### src/rtl/pi_loop_pkg.sv
// Package: shared control-word layout and gain-code decoding for the
// proportional-integral loop filter. Assumes all coefficients are powers of two.
package pi_loop_pkg;

    // Control word fields; the bit positions are fixed by the register file.
    typedef struct packed {
        logic       hold;      // bit 4
        logic [1:0] pd_gain;   // bits 3:2
        logic [1:0] loop_gain; // bits 1:0
    } pi_ctrl_t;

    localparam int unsigned PD_MAX_SHIFT   = 2;
    localparam int unsigned PROP_MAX_SHIFT = 6;

    // Detector gain: x1, x2, x4; the unused code falls back to x1.
    function automatic int unsigned pd_shift(input logic [1:0] code);
        case (code)
            2'b01:   return 1;
            2'b10:   return 2;
            default: return 0;
        endcase
    endfunction

    // Proportional left shift grows with loop gain.
    function automatic int unsigned prop_shift(input logic [1:0] code);
        case (code)
            2'b00:   return 0;
            2'b01:   return 2;
            2'b10:   return 4;
            default: return 6;
        endcase
    endfunction

    // Integral right shift shrinks with loop gain.
    function automatic int unsigned int_shift(input logic [1:0] code);
        case (code)
            2'b00:   return 12;
            2'b01:   return 8;
            2'b10:   return 5;
            default: return 0;
        endcase
    endfunction

endpackage

### src/rtl/pi_err_scaler.sv
// Module: pi_err_scaler
// Scales the raw phase error by the detector gain, which is a left shift by
// 0 to 2 bits. The output is wide enough that no scaling can overflow.
module pi_err_scaler #(
    parameter int ERR_W = 12,
    localparam int ES_W = ERR_W + pi_loop_pkg::PD_MAX_SHIFT
) (
    input  logic signed [ERR_W-1:0] err,
    input  logic [1:0]              pd_code,
    output logic signed [ES_W-1:0]  es
);
    import pi_loop_pkg::*;

    logic signed [ES_W-1:0] err_ext;

    // Sign-extend the error, then shift it by the decoded detector gain.
    always_comb begin
        err_ext = {{PD_MAX_SHIFT{err[ERR_W-1]}}, err};
        es      = err_ext <<< pd_shift(pd_code);
    end
endmodule

### src/rtl/pi_prop_path.sv
// Module: pi_prop_path
// Forms the proportional term from the scaled error. The term is forced to
// zero while the loop is held. The output width covers the largest shift.
module pi_prop_path #(
    parameter int ES_W = 14,
    localparam int P_W = ES_W + pi_loop_pkg::PROP_MAX_SHIFT
) (
    input  logic signed [ES_W-1:0] es,
    input  logic [1:0]             loop_code,
    input  logic                   hold,
    output logic signed [P_W-1:0]  prop
);
    import pi_loop_pkg::*;

    logic signed [P_W-1:0] es_ext;

    // Shift the extended error by the proportional coefficient, or zero it.
    always_comb begin
        es_ext = {{PROP_MAX_SHIFT{es[ES_W-1]}}, es};
        prop   = hold ? '0 : (es_ext <<< prop_shift(loop_code));
    end
endmodule

### src/rtl/pi_integrator.sv
// Module: pi_integrator
// Saturating integral accumulator. It adds the scaled error, right-shifted by
// the integral coefficient, whenever upd is high. It assumes ACC_W > ES_W.
// acc_d is the value the accumulator takes at the next edge.
module pi_integrator #(
    parameter int ES_W  = 14,
    parameter int ACC_W = 24
) (
    input  logic                    clk,
    input  logic                    rst_n,
    input  logic                    upd,
    input  logic signed [ES_W-1:0]  es,
    input  logic [1:0]              loop_code,
    output logic signed [ACC_W-1:0] acc_q,
    output logic signed [ACC_W-1:0] acc_d
);
    import pi_loop_pkg::*;

    localparam logic signed [ACC_W-1:0] ACC_MAX = {1'b0, {(ACC_W-1){1'b1}}};
    localparam logic signed [ACC_W-1:0] ACC_MIN = {1'b1, {(ACC_W-1){1'b0}}};

    logic signed [ACC_W-1:0] es_ext;
    logic signed [ACC_W-1:0] inc;
    logic signed [ACC_W:0]   sum;
    logic signed [ACC_W-1:0] sat_sum;

    // Integral increment: the scaled error divided by the coefficient (floor).
    always_comb begin
        es_ext = {{(ACC_W-ES_W){es[ES_W-1]}}, es};
        inc    = es_ext >>> int_shift(loop_code);
    end

    // One-bit-wider sum, clamped back into range when the top two bits differ.
    always_comb begin
        sum = {acc_q[ACC_W-1], acc_q} + {inc[ACC_W-1], inc};
        if (sum[ACC_W] != sum[ACC_W-1])
            sat_sum = sum[ACC_W] ? ACC_MIN : ACC_MAX;
        else
            sat_sum = sum[ACC_W-1:0];
        acc_d = upd ? sat_sum : acc_q;
    end

    // Accumulator register with synchronous clear.
    always_ff @(posedge clk) begin
        if (!rst_n) acc_q <= '0;
        else        acc_q <= acc_d;
    end
endmodule

### src/rtl/pi_loop_filter.sv
// Module: pi_loop_filter (top)
// Proportional-integral loop compensation filter for timing recovery. It
// scales each valid error sample, updates the saturating integrator and
// registers sat(proportional + accumulator) as the frequency word. When the
// hold bit is set, the output loads the bare accumulator and nothing integrates.
// Assumes a single clock domain and the control word stable around samples.
module pi_loop_filter #(
    parameter int ERR_W = 12,
    parameter int ACC_W = 24
) (
    input  logic                    clk,
    input  logic                    rst_n,
    input  logic                    err_valid,
    input  logic signed [ERR_W-1:0] err_in,
    input  logic [4:0]              ctrl_word,
    output logic signed [ACC_W-1:0] freq_word
);
    import pi_loop_pkg::*;

    localparam int ES_W = ERR_W + PD_MAX_SHIFT;
    localparam int P_W  = ES_W + PROP_MAX_SHIFT;
    localparam logic signed [ACC_W-1:0] OUT_MAX = {1'b0, {(ACC_W-1){1'b1}}};
    localparam logic signed [ACC_W-1:0] OUT_MIN = {1'b1, {(ACC_W-1){1'b0}}};

    pi_ctrl_t                ctrl;
    logic signed [ES_W-1:0]  es;
    logic signed [P_W-1:0]   prop;
    logic signed [ACC_W-1:0] acc_q;
    logic signed [ACC_W-1:0] acc_d;
    logic                    upd;
    logic signed [ACC_W:0]   out_sum;
    logic signed [ACC_W-1:0] out_sat;

    // Unpack the control word into its named fields.
    always_comb ctrl = pi_ctrl_t'(ctrl_word);

    // The integrator moves only on a valid sample while the loop is not held.
    always_comb upd = err_valid && !ctrl.hold;

    pi_err_scaler #(.ERR_W(ERR_W)) u_scaler (
        .err     (err_in),
        .pd_code (ctrl.pd_gain),
        .es      (es)
    );

    pi_prop_path #(.ES_W(ES_W)) u_prop (
        .es        (es),
        .loop_code (ctrl.loop_gain),
        .hold      (ctrl.hold),
        .prop      (prop)
    );

    pi_integrator #(.ES_W(ES_W), .ACC_W(ACC_W)) u_integ (
        .clk       (clk),
        .rst_n     (rst_n),
        .upd       (upd),
        .es        (es),
        .loop_code (ctrl.loop_gain),
        .acc_q     (acc_q),
        .acc_d     (acc_d)
    );

    // Add the proportional term to the updated accumulator and clamp the sum.
    always_comb begin
        out_sum = {{(ACC_W+1-P_W){prop[P_W-1]}}, prop} + {acc_d[ACC_W-1], acc_d};
        if (out_sum[ACC_W] != out_sum[ACC_W-1])
            out_sat = out_sum[ACC_W] ? OUT_MIN : OUT_MAX;
        else
            out_sat = out_sum[ACC_W-1:0];
    end

    // Output register: the hold bit loads the accumulator, a sample loads the sum.
    always_ff @(posedge clk) begin
        if (!rst_n)           freq_word <= '0;
        else if (ctrl.hold)   freq_word <= acc_q;
        else if (err_valid)   freq_word <= out_sat;
    end
endmodule

### config.mk
export PLATFORM = sky130hd
export DESIGN_NAME = pi_loop_filter
export DESIGN_NICKNAME = d
export VERILOG_FILES = /design/src/rtl/pi_loop_pkg.sv /design/src/rtl/pi_err_scaler.sv /design/src/rtl/pi_prop_path.sv /design/src/rtl/pi_integrator.sv /design/src/rtl/pi_loop_filter.sv
export SDC_FILE = /design/constraint.sdc
export NUM_CORES = 1
export LEC_CHECK = 0
export ABC_AREA = 1
export BUFFER_PORTS_ARGS = -buffer_cell sky130_fd_sc_hd__buf_2
export CORE_MARGIN = 2
export CORE_UTILIZATION = 28
export CTS_BUF_LIST = sky130_fd_sc_hd__clkbuf_4 sky130_fd_sc_hd__clkbuf_8 sky130_fd_sc_hd__clkbuf_16
export DETAILED_ROUTE_END_ITERATION = 6
export PLACE_DENSITY = 0.48
export SLEW_MARGIN = 20
export SYNTH_ARGS = -nofsm -noshare
export SYNTH_HDL_FRONTEND = slang
export SYNTH_HIERARCHICAL = 1
export SYNTH_SLANG_ARGS = --single-unit
export TNS_END_PERCENT = 50
### constraint.sdc
create_clock -name clk -period 6.55 [get_ports clk]
set_clock_uncertainty 0.05 [all_clocks]
set_input_delay 0.9825 -clock clk [delete_from_list [all_inputs] [get_ports clk]]
set_output_delay 0.9825 -clock clk [all_outputs]
set_load 0.01 [all_outputs]
-- Yosys cells after proc, flatten, opt, wreduce, memory -nomap -nowiden
Cells that the tools add are included.
- add/subtract/negate cells: 2
- eq/ne operators: 6
- shift-type cells: 3
- muxes and demuxes: 11
- reduce and logical (&&, ||, !) cells: 4
- operators with widths (operator ; count):
    24-bit two-way mux ; 7
    20-bit by 24-bit adder with 25-bit output ; 1
    24-bit by 24-bit adder with 25-bit output ; 1
    14-bit by 4-bit >>> shifter with 24-bit output ; 1
    20-bit two-way mux ; 1
    20-bit by 3-bit <<< shifter with 20-bit output ; 1
    12-bit by 2-bit <<< shifter with 14-bit output ; 1
    4-bit one-hot mux with 3 select lines ; 1
    3-bit one-hot mux with 3 select lines ; 1
    2-bit by 1-bit equality test with 1-bit output (second input constant) ; 2
    2-bit equality test (second input constant) ; 2
    2-bit one-hot mux with 2 select lines ; 1
    2-bit zero test ; 1
    1-bit != test ; 2
    2-bit nonzero test ; 1
    1-bit logical AND ; 1
    1-bit zero test ; 1
- register bits: 48
- logic and storage cells: 28

-- Depth between registers and ports, before layout
Gate-level depths: netlist (run 1).
- word-level depth: 13
- gate-level depth with buffers: 45
- mapped depth without buffers: 43

-- Modules after synthesis
Netlist (run 1), hierarchy kept.
- by module, submodules not included (module ; times used ; cells an instance ; area each (um^2)):
    pi_integrator ; 1 ; 518 ; 3049.2
    pi_loop_filter ; 1 ; 454 ; 2715.1
    pi_prop_path ; 1 ; 101 ; 414.1
    pi_err_scaler ; 1 ; 76 ; 351.6

-- Worst setup path before layout (run 1)
Ideal clock, no wire load.
- path kind: input-to-reg
- start: input ctrl_word[2]
- end: register freq_word[20]
- library setup time: 0.070 ns
- arrival: 5.352 ns
- required time: 6.430 ns
- setup slack: 1.077 ns
- stages on the path: 40
- buffers on the path: 4
- cell sequence: clkbuf_8 > nand2_4 > buf_6 > nand2_1 > nand3_1 > nand2_1 > or2_2 > o221ai_1 > inv_1 > ha_1 > fa_1 > nand2_1 > nand2_1 > nand3_1 > nand2_2 > nand2_2 > nand3_2 > nand2_1 > (+4 left out) > nand2_1 > ha_1 > inv_1 > fa_1 > inv_1 > nand2_1 > nand2_1 > nand3_1 > nand2_2 > nand2_2 > nand3_2 > nand2_1 > nand2_2 > inv_2 > a21boi_4 > buf_6 > nand2_1 > a21oi_1
- cells in the longest elaborated chain, start to end: 13
- elaborated cells between the ends (all ways): 18
- classes of those cells: add/sub (2); eq/ne (4); shift (3); mux (9)
- RTL lines (what ; line ; text):
    start, declared ; pi_loop_filter.sv:15 ; input logic [4:0] ctrl_word,
    2-bit equality test / 2-bit by 1-bit equality test with 1-bit output (equally long branches) ; pi_loop_pkg.sv:17 ; case (code)
    2-bit one-hot mux with 2 select lines (*) ; pi_loop_pkg.sv:17 ;
    12-bit by 2-bit <<< shifter with 14-bit output (*) ; pi_err_scaler.sv:19 ; es = err_ext <<< pd_shift(pd_code);
    net es[5] ; pi_loop_filter.sv:26 ; logic signed [ES_W-1:0] es;
    14-bit by 4-bit >>> shifter with 24-bit output (*) ; pi_integrator.sv:30 ; inc = es_ext >>> int_shift(loop_code);
    24-bit by 24-bit adder with 25-bit output (*) ; pi_integrator.sv:35 ; sum = {acc_q[ACC_W-1], acc_q} + {inc[ACC_W-1], inc};
    24-bit two-way mux / 1-bit != test (equally long branches) ; pi_integrator.sv:37, pi_integrator.sv:36 ;
    24-bit two-way mux (*) ; pi_integrator.sv:36 ; if (sum[ACC_W] != sum[ACC_W-1])
    24-bit two-way mux (*) ; pi_integrator.sv:40 ; acc_d = upd ? sat_sum : acc_q;
    net acc_d[0] ; pi_loop_filter.sv:29 ; logic signed [ACC_W-1:0] acc_d;
    20-bit by 24-bit adder with 25-bit output (*) ; pi_loop_filter.sv:65 ; out_sum = {{(ACC_W+1-P_W){prop[P_W-1]}}, prop} + {acc_d[ACC_W-1], acc_d};
    24-bit two-way mux / 1-bit != test (equally long branches) ; pi_loop_filter.sv:67, pi_loop_filter.sv:66 ;
    24-bit two-way mux (*) ; pi_loop_filter.sv:66 ; if (out_sum[ACC_W] != out_sum[ACC_W-1])
    24-bit two-way mux (*) ; pi_loop_filter.sv:76 ; else if (err_valid) freq_word <= out_sat;
    24-bit two-way mux (*) ; pi_loop_filter.sv:75 ; else if (ctrl.hold) freq_word <= acc_q;
    end signal, assigned ; pi_loop_filter.sv:75 ;
    end signal, assigned ; pi_loop_filter.sv:76 ;
    end, declared ; pi_loop_filter.sv:16 ; output logic signed [ACC_W-1:0] freq_word
Mark *: on every way through the listed nets, which the timed path passes. The rest lies on a longest branch. The select of a mux whose other input is x is not followed.
A chain may end at the register's enable or synchronous reset.

-- Final worst setup path (run 1)
- start: input ctrl_word[2]
- end: register freq_word[17]
The elaborated chain is that of the path after synthesis.

==> results of run 1 <==
-- routing by layer --
metal / vias to the layer above / routed length (um) / track usage
li1: 3726 / - / -
met1: 3226 / 11100 / 0.257
met2: 131 / 10800 / 0.330
met3: 24 / 706 / 0.0114
met4: 0 / 482 / 0.0516
met5: - / 0 / 0
-- cells in the final DEF (no fill, tap or decap), drive strengths merged, types with 3 or more instances in the layout --
cell	n
nand2	447
inv	166
nor2	104
a21oi	86
nand3	65
buf	57
dfxtp	48
ha	48
o21ai	27
xor2	23
or2	23
nand4	18
a22oi	18
xnor2	12
nor3	8
o21bai	8
clkbuf	6
a31oi	5
o22ai	4
o221a	3
-- power groups by stage --
stage	clock, uW	sequential [uW]	combinational [uW]
after floorplan	0	353	541
after global placement	0	361	755
after detailed placement	0	361	746
after CTS	319	354	750
after global routing	328	357	850
final	313	354	758
-- flip-flops by register name (all words and copies together) (netlist names) --
name and flops:
freq_word 24, u_integ/acc_q 24
-- cell families after synthesis --
| logic type | after synthesis |
|---|---|
| flops | 48 |
| compound gates | 154 |
| xor+xnor | 35 |
| buf+inv | 193 |
| fa+ha+maj | 50 |
| simple gates | 669 |
-- worst max-delay path, delay by kind of cell --
kind                     cells  cell delay, ns
AO/OA/AOI/OAI                5            0.90
adder cells (fa/ha/maj)      3            1.07
buffers and inverters        7            0.92
AND/OR/NAND/NOR             22            2.28
-- worst paths after layout --
path                                endpoint  depth (start not counted)
hold / removal     freq_word[2]$_SDFFE_PN0P_                          2
setup reg to reg  freq_word[17]$_SDFFE_PN0P_                         29
hold reg to reg    freq_word[2]$_SDFFE_PN0P_                          2
setup / recovery  freq_word[17]$_SDFFE_PN0P_                         37
-- through the flow --
| stage | power, uW | cell area, um2 | setup slack, ns |
|---|---|---|---|
| global placement | 1120 | 7070 | 0.244 |
| detailed placement | 1110 | 7070 | 0.181 |
| global route | 1540 | 7270 | 0.0182 |
| CTS | 1420 | 7240 | 0.487 |
| finish | 1420 | 7270 | 0.555 |
| floorplan | 894 | 6530 | 1.08 |
-- layout make-up --
| type | count | share of cell area |
|---|---|---|
| clock inverters | 2 | 0.00534 |
| flip-flops and latches | 48 | 0.132 |
| well taps | 313 | 0.0539 |
| multi-input cells | 908 | 0.656 |
| inverters | 167 | 0.0875 |
| repair buffers | 57 | 0.0458 |
| clock buffers | 6 | 0.0191 |
-- what timing repair did --
action,in CTS,in global routing
endpoints found under the setup margin,0,20
endpoints found under the hold margin,0,0
resized for setup,0,7
==> results by group, run 1 <==
Routing
  – Via density: 4.73
  – Final ANT Viol Nets: 0
  – Vias: 7107
  – Final wirelength: 23.0 mm
  – Drt wl/cell: 15.4 um
  – DRT iter0 DRCs: 513
  – DRT Pass-1 Iters: 5
  – DRC: 0

Status
  – Status: complete, no violations

Logic synthesis
  – Register area share after synthesis: 0.147
  – Synth Area in Compound Gates: 0.137
  – Mux cell area share after synthesis: 0
  – Largest family of logic cells by synthesized area: simple AND/OR/NAND/NOR gates
  – Synth Area in Simple Gates: 0.445
  – Post-synth top cells: nand2_1, inv_1, a21oi_1
  – Post-synth EDFFs: 0
  – #FFs+latches synth: 48
  – Top FF cell, synth: dfxtp_1
  – Synth Instances: 1149
  – Synth Area per Inst: 5.68 um2
  – Post-synth top area share: 0.235
  – Syn. warnings: 6
  – Post-synth top area cell: nand2_1
  – Fraction of registers with async set/reset: 0
  – Post-synthesis share of cell area spent on xor and xnor gates: 0.0469
  – Netlist cell types: 39
  – Top-count cell post-synth: nand2_1
  – Post-Syn Nets: 1219
  – Post-synthesis adder-cell area fraction: 0.0981
  – Mapped Area: 6530 um2
  – Top post-synthesis cells by area: nand2_1, dfxtp_1, ha_1

Pwr
  – Comb power frac: 0.532
  – Internal: 773 uW
  – Part of the power in the clock network: 0.220
  – PD cells: 196 nW/um2
  – Worst VDD drop: 119 uV
  – Switching share of power: 0.457
  – Pleak: 0.00404 uW
  – Sequential share of power: 0.248
  – Switching power: 651 uW

Floorplan
  – Top Ports: 44
  – Die Width: 157 um
  – Area of the core: 22800 um2
  – FP Rows: 55
  – Starting density of the core: 0.287
  – Die height: 157 um
  – Die footprint: 24600 um2

Timing
  – # setup viols final: 0
  – Slew @ Worst Pin: 1.00 ns
  – Hold_ws: 0.419 ns
  – RSZ-0062 raised after global routing: false
  – Slew margin rel.: 0.332
  – Final hold vios: 0
  – Fmax: 0.167 GHz
  – Final worst-path cycle share: 0.915
  – Max-slew violations: 0
  – Setup TNS Final: 0 ns
  – Tmin final: 5.99 ns

Finish
  – Multi-input gate area: 4770 um2
  – Final Util: 0.319
  – Register area: 961 um2
  – # fillers: 2645
  – Final Non-Filler Cells: 1501
  – Nets: 1257
  – Layout cells sized above 1: 0.142
  – Area Overhead vs Synth: 11.3%
  – Diode count: 0

Setup path
  – Crit path kind: in2reg
  – Critical Path Max Stage Delay: 0.45 ns
  – RR Startpoint: u_integ/acc_q[0]$_SDFF_PN0_
  – Crit. End Element: flip-flop
  – Startpoint Class: primary input
  – Worst Setup SP: ctrl_word[2]
  – Worst reg2reg setup slack: 2.20 ns
  – CP Max Fanout: 19
  – CP max stage cell: fa_1
  – Worst Path Required: 6.71 ns
  – Most frequent cell on the critical path: nand2_1
  – Data arrival, critical path: 6.16 ns

Placed design
  – Port Buffer Count: 43
  – HPWL after DPL: 19.3 mm
  – Routability congestion estimate: 0.906
  – Placed Instances: 1493

CTS
  – CTS root buf: clkbuf_16
  – Hold-fix buffers, CTS: 0
  – Worst-Skew Late Latency: 0.29 ns
  – H-tree lvl count: 2
  – Clock Path Buffers: 2
  – CTS clock-pin slew for the worst setup and hold paths: 0.07 ns
  – CTS tree: built
  – CTS sink cnt: 48
  – Postcts setup bufs: 0
  – CTS Buf Count: 5

Run
  – # Max-Cap Violations: 0

GRT
  – GRT Overall Usage: 0.191
  – Initial antenna violation count: 0
  – First-pass GRT wire length: 36.8 mm
  – Vias in the first global route: 6899
  – Overflow after GRT: 0
  – Largest net degree at the start of global routing: 29

Hold path
  – HP Class: reg2reg
  – Hold Startpoint: freq_word[2]$_SDFFE_PN0P_
Note: power is estimated with default switching activity, not from simulation.
==> inputs of run 2 (changes only) <==
Settings changed: PLACE_DENSITY 0.48 to 0.44.
==> run 2 against run 1 <==
Net effect:
- core utilization down 0.055 points
- register-to-register slack worse by 0.08 ns
- count of clock-buffer cells in the layout down 1
- first-iteration DRC count down 15%
==> results by group, run 2 (synthesis results as in run 1) <==
Status
  – Status: complete, no violations

Placed design
  – Dpl cell area: 7080 um2 (+0.14%)
  – Routability congestion estimate: 0.883 (-2.5%)
  – Placed Instances: 1496 (+0.20%)
  – Port Buffer Count: 43 (unchanged)
  – HPWL after DPL: 20.4 mm (+5.5%)

Setup path
  – Critical Path Max Stage Delay: 0.45 ns (about the same)
  – Most frequent cell on the critical path: nand2_1
  – CP Max Fanout: 15 (-4)
  – Crit. End Element: flip-flop
  – CP max stage cell: fa_1
  – Data arrival, critical path: 6.11 ns (-0.05 ns)
  – Crit path kind: in2reg
  – CP Buf/Inv Count: 7 (unchanged)
  – Worst path top cell family by delay: simple AND/OR/NAND/NOR gates
  – Startpoint Class: primary input
  – Worst Path Required: 6.65 ns (-0.06 ns)

Pwr
  – Worst VDD drop: 92.7 uV (-22%)
  – PD cells: 197 nW/um2 (+0.60%)
  – Total power: 1430 uW (+0.42%)
  – Pleak: 0.00405 uW (+0.34%)

GRT
  – Vias in the first global route: 6946 (+0.68%)
  – GRT Overall Usage: 0.199 (+0.00842)
  – First-pass GRT wire length: 38.1 mm (+3.5%)
  – Largest net degree at the start of global routing: 29 (unchanged)
  – Initial antenna violation count: 0 (unchanged)
  – Overflow after GRT: 0 (unchanged)

CTS
  – CTS root buf: clkbuf_16
  – CTS Buf Count: 5 (unchanged)
  – Clock Path Buffers: 2 (unchanged)
  – H-tree lvl count: 2 (unchanged)
  – Worst-Skew Late Latency: 0.30 ns (about the same)
  – Postcts setup bufs: 0 (unchanged)
  – CTS clock-pin slew for the worst setup and hold paths: 0.07 ns (about the same)
  – CTS tree: built
  – CTS sink cnt: 48 (unchanged)

Hold path
  – HP Class: reg2reg

Timing
  – Hold_ws: 0.417 ns (-0.00235 ns)
  – # setup viols final: 0 (unchanged)
  – RSZ-0062 raised after global routing: false
  – Tmin final: 6.01 ns (+0.0125 ns)
  – Max-slew violations: 0 (unchanged)
  – Slew @ Worst Pin: 1.08 ns (+0.0762 ns)
  – Slew margin rel.: 0.282 (-0.0509)
  – Final worst-path cycle share: 0.917 (+0.00191)
  – Setup TNS Final: 0 ns (unchanged)
  – Final hold vios: 0 (unchanged)
  – Fmax: 0.166 GHz (-0.21%)

Finish
  – Diode count: 0 (unchanged)
  – Nets: 1260 (+0.24%)
  – Final Non-Filler Cells: 1504 (+0.20%)
  – Area Overhead vs Synth: 11.1%
  – Layout cells sized above 1: 0.139 (-0.00288)
  – Finished Cell Area: 7250 um2 (-0.17%)
  – Top Registers: freq_word x24, u_integ/acc_q x24
  – Commonest non-fill, non-tap cell in the layout: nand2_1
  – Most frequent cells in the layout: nand2_1, inv_1, a21oi_1

Routing
  – DRT Pass-1 Iters: 5 (unchanged)
  – Final ANT Viol Nets: 0 (unchanged)
  – Via density: 4.78 (+0.99%)
  – Final wirelength: 24.3 mm (+5.2%)
  – DRC: 0 (unchanged)
  – DRT iter0 DRCs: 434 (-15%)
  – Drt wl/cell: 16.1 um (+5.0%)
  – Vias: 7192 (+1.2%)

Floorplan
  – FP Rows: 55 (unchanged)
  – Top Ports: 44 (unchanged)
  – Die footprint: 24600 um2 (unchanged)
  – Area of the core: 22800 um2 (unchanged)
  – Die Width: 157 um (unchanged)
  – Starting density of the core: 0.287 (unchanged)
  – Die height: 157 um (unchanged)

Run
  – # Max-Cap Violations: 0 (unchanged)
-- run 2: cell count changes in the layout (fill, tap and decap cells not counted), sizes merged --
cell    change
buf         +3
clkbuf      -1
inv         +1
-- run 2: worst reg2reg max path: cells and delay by family, from the launching register on --
family                     cells  cell delay (ns)
AOI/OAI and AO/OA              3             0.58
and+or+nand+nor               19             1.88
adders and majority gates      3             1.08
buffers and inverters          3             0.30
DFF                            1             0.38
-- run 2: area by class of cell --
type                       count  area, um2
tap                          313        392
clock buffer                   5        125
sequential                    48        961
clock inverter                 3       46.3
multi-input combinational    908       4760
timing repair buffer          60        343
inverter                     167        632
fill                        2686      15500
-- run 2: path summary, 6_finish.rpt --
path / startpoint / endpoint / slack [ns] / cells after the start
setup / recovery: ctrl_word[2] / freq_word[15]$_SDFFE_PN0P_ / 0.54 / 37
hold / removal: freq_word[15]$_SDFFE_PN0P_ / freq_word[15]$_SDFFE_PN0P_ / 0.42 / 2
setup reg to reg: u_integ/acc_q[0]$_SDFF_PN0_ / freq_word[15]$_SDFFE_PN0P_ / 2.12 / 28
hold reg to reg: freq_word[15]$_SDFFE_PN0P_ / freq_word[15]$_SDFFE_PN0P_ / 0.42 / 2
-- run 2: through the flow --
stage               utilization  setup WS [ns]
finish                    0.318          0.543
global placement          0.311          0.252
floorplan                     -           1.08
detailed placement        0.311          0.190
CTS                       0.318          0.491
global route              0.318         0.0499
-- run 2: repair_timing --
item,in CTS,in global routing
hold buffers,0,0
endpoints found under the setup margin,0,3
resized for setup,0,2
-- run 2: where the power goes --
group | leakage (uW) | internal (uW) | switching, uW
Clock | 0.0000804 | 182 | 128
Combinational | 0.00358 | 259 | 507
Sequential | 0.000395 | 323 | 32.0
-- run 2: metal layers --
layer	global-route usage	part of all wire	vias up	routed length, um
met2	0.343	0.47	154	11300
met4	0.0398	0.013	0	323
met1	0.277	0.49	3291	11900
met3	0.00914	0.031	17	743
met5	0	0	-	0
li1	-	-	3730	-
